[src/rtl/usbrx_pkg.sv]
package usbrx_pkg;

  // Line state encoding is {D+, D-}
  typedef enum logic [1:0] {
    LS_SE0 = 2'b00,
    LS_K   = 2'b01,
    LS_J   = 2'b10,
    LS_SE1 = 2'b11
  } lineState_t;

  localparam int SYNC_STAGES = 2;
  localparam int RUN_BITS_W  = 4;
  localparam int MAX_ONES    = 6;

  // Strobes from the line datapath to the bit control
  typedef struct packed {
    logic                  chg;
    lineState_t            fromState;
    lineState_t            toState;
    logic [RUN_BITS_W-1:0] runBits;
    logic                  se0Long;
  } rxEvent_t;

endpackage

[src/rtl/usbrx_linepath.sv]
module usbrx_linepath
  import usbrx_pkg::*;
#(
  parameter int SAMPLES_PER_BIT = 4,
  parameter int RESET_SAMPLES   = 120
) (
  input  logic     clk,
  input  logic     rst,
  input  logic     dPlus,
  input  logic     dMinus,
  output rxEvent_t evt
);

  localparam int LONGEST = (RESET_SAMPLES > 16 * SAMPLES_PER_BIT) ?
                           RESET_SAMPLES : 16 * SAMPLES_PER_BIT;
  localparam int CNT_MAX = LONGEST + 1;
  localparam int CNT_W   = $clog2(CNT_MAX + 1);
  localparam int HALF    = SAMPLES_PER_BIT / 2;
  localparam int SAT     = (1 << RUN_BITS_W) - 1;

  logic [SYNC_STAGES-1:0] dpPipe;
  logic [SYNC_STAGES-1:0] dmPipe;
  lineState_t rawState;
  lineState_t prevRaw;
  lineState_t filtState;
  logic [CNT_W-1:0] runCnt;
  logic [CNT_W:0]   bitsWide;
  logic             confirm;

  always_ff @(posedge clk) begin
    if (rst) begin
      dpPipe    <= '1;
      dmPipe    <= '0;
      prevRaw   <= LS_J;
      filtState <= LS_J;
      runCnt    <= CNT_W'(1);
    end else begin
      dpPipe  <= {dpPipe[SYNC_STAGES-2:0], dPlus};
      dmPipe  <= {dmPipe[SYNC_STAGES-2:0], dMinus};
      prevRaw <= rawState;
      if (confirm) begin
        filtState <= rawState;
        runCnt    <= CNT_W'(1);
      end else if (runCnt != CNT_W'(CNT_MAX)) begin
        runCnt <= runCnt + CNT_W'(1);
      end
    end
  end

  always_comb begin
    rawState = lineState_t'({dpPipe[SYNC_STAGES-1], dmPipe[SYNC_STAGES-1]});
    // a new state is accepted only on its second consecutive sample
    confirm  = (rawState == prevRaw) && (rawState != filtState);
    bitsWide = ({1'b0, runCnt} + (CNT_W+1)'(HALF)) / (CNT_W+1)'(SAMPLES_PER_BIT);

    evt.chg       = confirm;
    evt.fromState = filtState;
    evt.toState   = rawState;
    evt.runBits   = (bitsWide > (CNT_W+1)'(SAT)) ? RUN_BITS_W'(SAT)
                                                 : bitsWide[RUN_BITS_W-1:0];
    evt.se0Long   = (filtState == LS_SE0) && (runCnt == CNT_W'(RESET_SAMPLES));
  end

endmodule

[src/rtl/usbrx_bitctl.sv]
module usbrx_bitctl
  import usbrx_pkg::*;
#(
  parameter int QUEUE_BITS = 16
) (
  input  logic     clk,
  input  logic     rst,
  input  rxEvent_t evt,
  output logic     bitValid,
  output logic     bitData,
  output logic     pktStart,
  output logic     eop,
  output logic     busReset,
  output logic     stuffErr
);

  localparam int QCW = $clog2(QUEUE_BITS + 1);

  logic [QUEUE_BITS-1:0] qData, baseData, addPat, nextData;
  logic [QCW-1:0]        qCnt, baseCnt, addLen, nextCnt;
  logic                  inPkt, nInPkt;
  logic                  emit, clearQ;
  logic                  nStart, nEop, nReset, nErr;
  logic [RUN_BITS_W-1:0] ones;
  logic                  fromData, toData;

  always_comb begin
    emit     = (qCnt != '0);
    baseData = emit ? (qData >> 1) : qData;
    baseCnt  = emit ? (qCnt - QCW'(1)) : qCnt;
    ones     = (evt.runBits != '0) ? (evt.runBits - RUN_BITS_W'(1)) : '0;
    fromData = (evt.fromState == LS_J) || (evt.fromState == LS_K);
    toData   = (evt.toState == LS_J) || (evt.toState == LS_K);
    addPat   = '0;
    addLen   = '0;
    clearQ   = 1'b0;
    nInPkt   = inPkt;
    nStart   = 1'b0;
    nEop     = 1'b0;
    nReset   = 1'b0;
    nErr     = 1'b0;

    if (evt.se0Long) begin
      nReset = 1'b1;
      nInPkt = 1'b0;
      clearQ = 1'b1;
    end else if (evt.chg) begin
      if (fromData && inPkt) begin
        if (ones > RUN_BITS_W'(MAX_ONES)) begin
          nErr   = 1'b1;
          nInPkt = 1'b0;
          clearQ = 1'b1;
        end else begin
          // ones of the finished run, then the 0 of the new transition
          addPat = (QUEUE_BITS'(1) << ones) - QUEUE_BITS'(1);
          addLen = QCW'(ones);
          if (toData && (ones != RUN_BITS_W'(MAX_ONES))) begin
            addLen = QCW'(ones) + QCW'(1);
          end
          if (evt.toState == LS_SE1) begin
            nInPkt = 1'b0;
          end
        end
      end else if (!inPkt && (evt.fromState == LS_J) && (evt.toState == LS_K)) begin
        nInPkt = 1'b1;
        nStart = 1'b1;
        addLen = QCW'(1);
      end else if (evt.fromState == LS_SE0) begin
        nEop   = inPkt;
        nInPkt = 1'b0;
      end
    end

    nextData = clearQ ? '0 : (baseData | (addPat << baseCnt));
    nextCnt  = clearQ ? '0 : (baseCnt + addLen);
  end

  always_ff @(posedge clk) begin
    if (rst) begin
      qData    <= '0;
      qCnt     <= '0;
      inPkt    <= 1'b0;
      bitValid <= 1'b0;
      bitData  <= 1'b0;
      pktStart <= 1'b0;
      eop      <= 1'b0;
      busReset <= 1'b0;
      stuffErr <= 1'b0;
    end else begin
      qData    <= nextData;
      qCnt     <= nextCnt;
      inPkt    <= nInPkt;
      bitValid <= emit;
      bitData  <= emit & qData[0];
      pktStart <= nStart;
      eop      <= nEop;
      busReset <= nReset;
      stuffErr <= nErr;
    end
  end

endmodule

[src/rtl/usb_fs_line_rx.sv]
module usb_fs_line_rx
  import usbrx_pkg::*;
#(
  parameter int SAMPLES_PER_BIT = 4,
  parameter int RESET_SAMPLES   = 120
) (
  input  logic clk,
  input  logic rst,
  input  logic dPlus,
  input  logic dMinus,
  output logic bitValid,
  output logic bitData,
  output logic pktStart,
  output logic eop,
  output logic busReset,
  output logic stuffErr
);

  localparam int QUEUE_BITS = 16;

  rxEvent_t lineEvt;

  usbrx_linepath #(
    .SAMPLES_PER_BIT(SAMPLES_PER_BIT),
    .RESET_SAMPLES  (RESET_SAMPLES)
  ) u_linepath (
    .clk   (clk),
    .rst   (rst),
    .dPlus (dPlus),
    .dMinus(dMinus),
    .evt   (lineEvt)
  );

  usbrx_bitctl #(
    .QUEUE_BITS(QUEUE_BITS)
  ) u_bitctl (
    .clk     (clk),
    .rst     (rst),
    .evt     (lineEvt),
    .bitValid(bitValid),
    .bitData (bitData),
    .pktStart(pktStart),
    .eop     (eop),
    .busReset(busReset),
    .stuffErr(stuffErr)
  );

endmodule

[config.mk]
export PLATFORM = sky130hd
export DESIGN_NAME = usb_fs_line_rx
export DESIGN_NICKNAME = d
export VERILOG_FILES = /design/src/rtl/usbrx_pkg.sv /design/src/rtl/usbrx_linepath.sv /design/src/rtl/usbrx_bitctl.sv /design/src/rtl/usb_fs_line_rx.sv
export SDC_FILE = /design/constraint.sdc
export NUM_CORES = 1
export LEC_CHECK = 0
export CAP_MARGIN = 10
export CORE_AREA = 4 4 110 112
export CTS_CLUSTER_SIZE = 30
export DETAILED_ROUTE_END_ITERATION = 6
export DIE_AREA = 0 0 114 116
export PLACE_DENSITY_LB_ADDON = 0.15
export SLEW_MARGIN = 40
export SYNTH_ARGS = -nofsm -noshare
export SYNTH_HDL_FRONTEND = slang
export SYNTH_SLANG_ARGS = --single-unit
[constraint.sdc]
create_clock -name clk -period 4.45 [get_ports clk]
set_clock_uncertainty 0.1 [all_clocks]
set_input_delay 0.89 -clock clk [delete_from_list [all_inputs] [get_ports clk]]
set_output_delay 0.89 -clock clk [all_outputs]
set_load 0.01 [all_outputs]
==> results.md <==
- Final clock period utilization by the worst path: 89.9%
- Warnings, synthesis: 0
- Drt drc: 0
- Post-Syn Area: 3290 um2
- Synth area leader: dfxtp_1
- Initial antenna violation count: 0
- PwrDens: 635 nW/um2
- Num CTS Buffers: 5
- IO Pins: 10
- Fmax: 0.250 GHz
- Crit. End Element: register
- Final setup margin: 0.450 ns
- Crit-path cells: ha_1 > nor2_1 > nand4_1 > nand2_1 > ha_1 > o22ai_1 > a2bb2oi_2 > nand2_2 > and2_1 > a21o_1 > xnor2_1 > o21ai_0 > ha_1 > inv_1 > fa_1 > inv_1 > a21o_1 > a21oi_1 > xnor2_1 > nor2_1
- Row count: 39
- Drt first pass iters: 5
- Seq pwr share: 19.8%
- Family with the most delay on the worst path: adder cells
- Async S/R FF share, synth: 0%
- Hold buffers post-CTS: 0
- Multi-input logic area: 2250 um2
- WL/cell: 15.3 um
- Layout area overhead: 13.2%
- Int Pwr: 1.19 mW
- Req. time, crit path: 4.50 ns
- Reg2Reg Depth: 20
- Slew Limit Fails: 0
- Cell mode on critical path: ha_1
- Clock buffer depth: 2
- First-pass GRT wire length: 15100 um
- Via count: 3128
- Clk Latency, worst-skew pair: 0.29 ns
- Avg Cell Area, Syn: 7.73 um2
- Combinational power share: 62.3%
- Routability congestion estimate: 0.833
- Yosys reg bits: 43
- Unique masters post-synth: 74
- Post-Route Setup TNS: 0 ns
- Vias/cell: 5.43
- Number of DRC markers in iteration 0: 229
- Post-Layout Cell Count: 576
- Worst Hold Endpoint: u_linepath.dpPipe[1]
- Detail Route Antenna Nets: 0
- NumNets Final: 454
- Switching part of the total: 49.7%
- Placed standard-cell area: 3560 um2
- # diodes: 0
- Status: finished clean
- Minimum clock period: 4.00 ns
- Critical path type: register to register
- CP bufs+invs: 2
- Gate Count Post-Synth: 426
- Core Area: 11200 um2
- Number of synthesized flops with an enable pin: 0
- Die area: 13200 um2
- Placed cell count: 568
- Clock Power Share: 17.9%
- Fraction of layout cells with a size suffix above 1: 11.1%
- Number of global-route vias before repair: 2969
- HP Start: u_linepath.dpPipe[0]
- Worst r2r dst: u_bitctl.qCnt[4]
- H-tree Lvls: 2
- CTS clk-pin slew, worst paths: 0.06 ns
- Net count after synthesis: 448
- CP Max Fanout: 12
- Tot Pwr: 2.37 mW
- Count leader, synth: nand2_1
- Arrival time worst endpoint: 4.05 ns
- CP startpoint kind: register
- Fillcell total: 1209
- Hold Crit Class: register to register
- DP Worst Slack: 0.319 ns
- Hpwl dp: 6790 um
- Max cap viols: 0
- Hold path depth: 1
- CTS tree: yes
- Worst slew pin tran: 0.841 ns
- GRT Total Usage: 14.1%
- Leak: 1.45 nW
- CP peak stage delay: 0.44 ns
- Flop-to-flop setup slack: 0.45 ns
- R2R Path Start: u_linepath.runCnt[2]
- Share of the synthesized area in the top cell type: 26.1%
- Largest net degree at the start of global routing: 20
- Headroom to the max-slew limit: 43.8%
- Die Ht: 116 um
- Initial Util: 29.4%
- Sequential-to-total area share from yosys stat: 26.1%
- Reg area: 863 um2
- Gr ovfl total: 0
- # setup viols final: 0
- Fin area: 3730 um2
- Final cell utilization of the core: 33.2%
- Count of final hold-check violations: 0
- Ranking of synthesized cells by area: dfxtp_1, nand2_1, ha_1
- Port bufs: 9
- Final WL: 8840 um
- CP max-delay cell: dfxtp_2
- RSZ-0062 raised after global routing: false
- Main flop type after synthesis: dfxtp_1
- CTS root buf: clkbuf_16
- Worst IR drop on VDD: 0.341 mV
- Commonest cells in the netlist: nand2_1, dfxtp_1, nor2_1, a21oi_1
- TritonCTS Sinks: 43
- NetSw: 1.18 mW
- Hold_ws: 0.308 ns
- DIE WIDTH: 114 um
-- per-layer routing --
metal | GRT usage, % | vias up | wire [um]
li1 | - | 1574 | -
met3 | 3.03 | 15 | 401
met1 | 18.6 | 1442 | 4260
met2 | 22.6 | 97 | 3960
met4 | 5.30 | 0 | 212
met5 | 0 | - | 0
-- state kept, by name, summed over array words and instances, names as in the netlist, 2 cells and up --
| register | count |
|---|---|
| u_linepath.dpPipe | 2 |
| u_linepath.runCnt | 7 |
| u_linepath.prevRaw | 2 |
| u_bitctl.qCnt | 5 |
| u_bitctl.qData | 16 |
| u_linepath.dmPipe | 2 |
| u_linepath.filtState | 2 |
-- final cells by class --
| type | instances | area share, % |
|---|---|---|
| flip-flops and latches | 43 | 23.1 |
| clock buffers | 5 | 3.35 |
| well taps | 143 | 4.80 |
| multi-input cells | 339 | 60.4 |
| inverters | 22 | 2.21 |
| clock inverters | 3 | 1.24 |
| repair buffers | 21 | 4.83 |
-- placed cells by master, fill, tap and decap left out, types with 8 or more instances in the layout --
master	n
a211oi_1	8
a21oi_1	20
a31oi_1	14
and2_1	10
buf_4	12
clkdlybuf4s50_1	9
dfxtp_1	41
ha_1	17
inv_1	17
mux2i_1	8
nand2_1	58
nand3_1	13
nor2_1	41
nor3_1	11
xnor2_1	9
xor2_1	9
-- logic make-up (layout without fill, tap and decap cells) --
kind of cell,count (synthesis),count (layout),synth area share [%]
simple gates,178,178,26.8
compound gates,115,115,26.0
buf+inv,44,51,5.66
flops,43,43,26.1
xor+xnor,19,19,5.28
fa+ha+maj,18,18,7.06
mux,9,9,3.11
-- worst max path at each step --
stage	slack, ns	cells past startpoint	to	startpoint
after floorplan	0.53	22	u_bitctl.qCnt[4]	u_linepath.runCnt[1]
after global placement	0.39	20	u_bitctl.qCnt[4]	u_linepath.runCnt[2]
after detailed placement	0.32	20	u_bitctl.qCnt[4]	u_linepath.runCnt[2]
after CTS	0.29	20	u_bitctl.qCnt[4]	u_linepath.runCnt[2]
after global routing	0.09	18	u_bitctl.qData[14]	u_linepath.runCnt[3]
final	0.45	20	u_bitctl.qCnt[4]	u_linepath.runCnt[2]
-- repair_timing --
item,CTS,global route
setup endpoints to repair,0,4
gates resized for setup,0,2
buffers inserted,0,0
-- power groups by stage --
stage,combinational [mW],clock [mW],sequential (mW)
floorplan,1.13,0,0.462
global placement,1.48,0,0.476
detailed placement,1.45,0,0.477
CTS,1.46,0.442,0.468
global route,1.63,0.460,0.476
finish,1.47,0.425,0.469
Power figures use the tool's default switching activity.
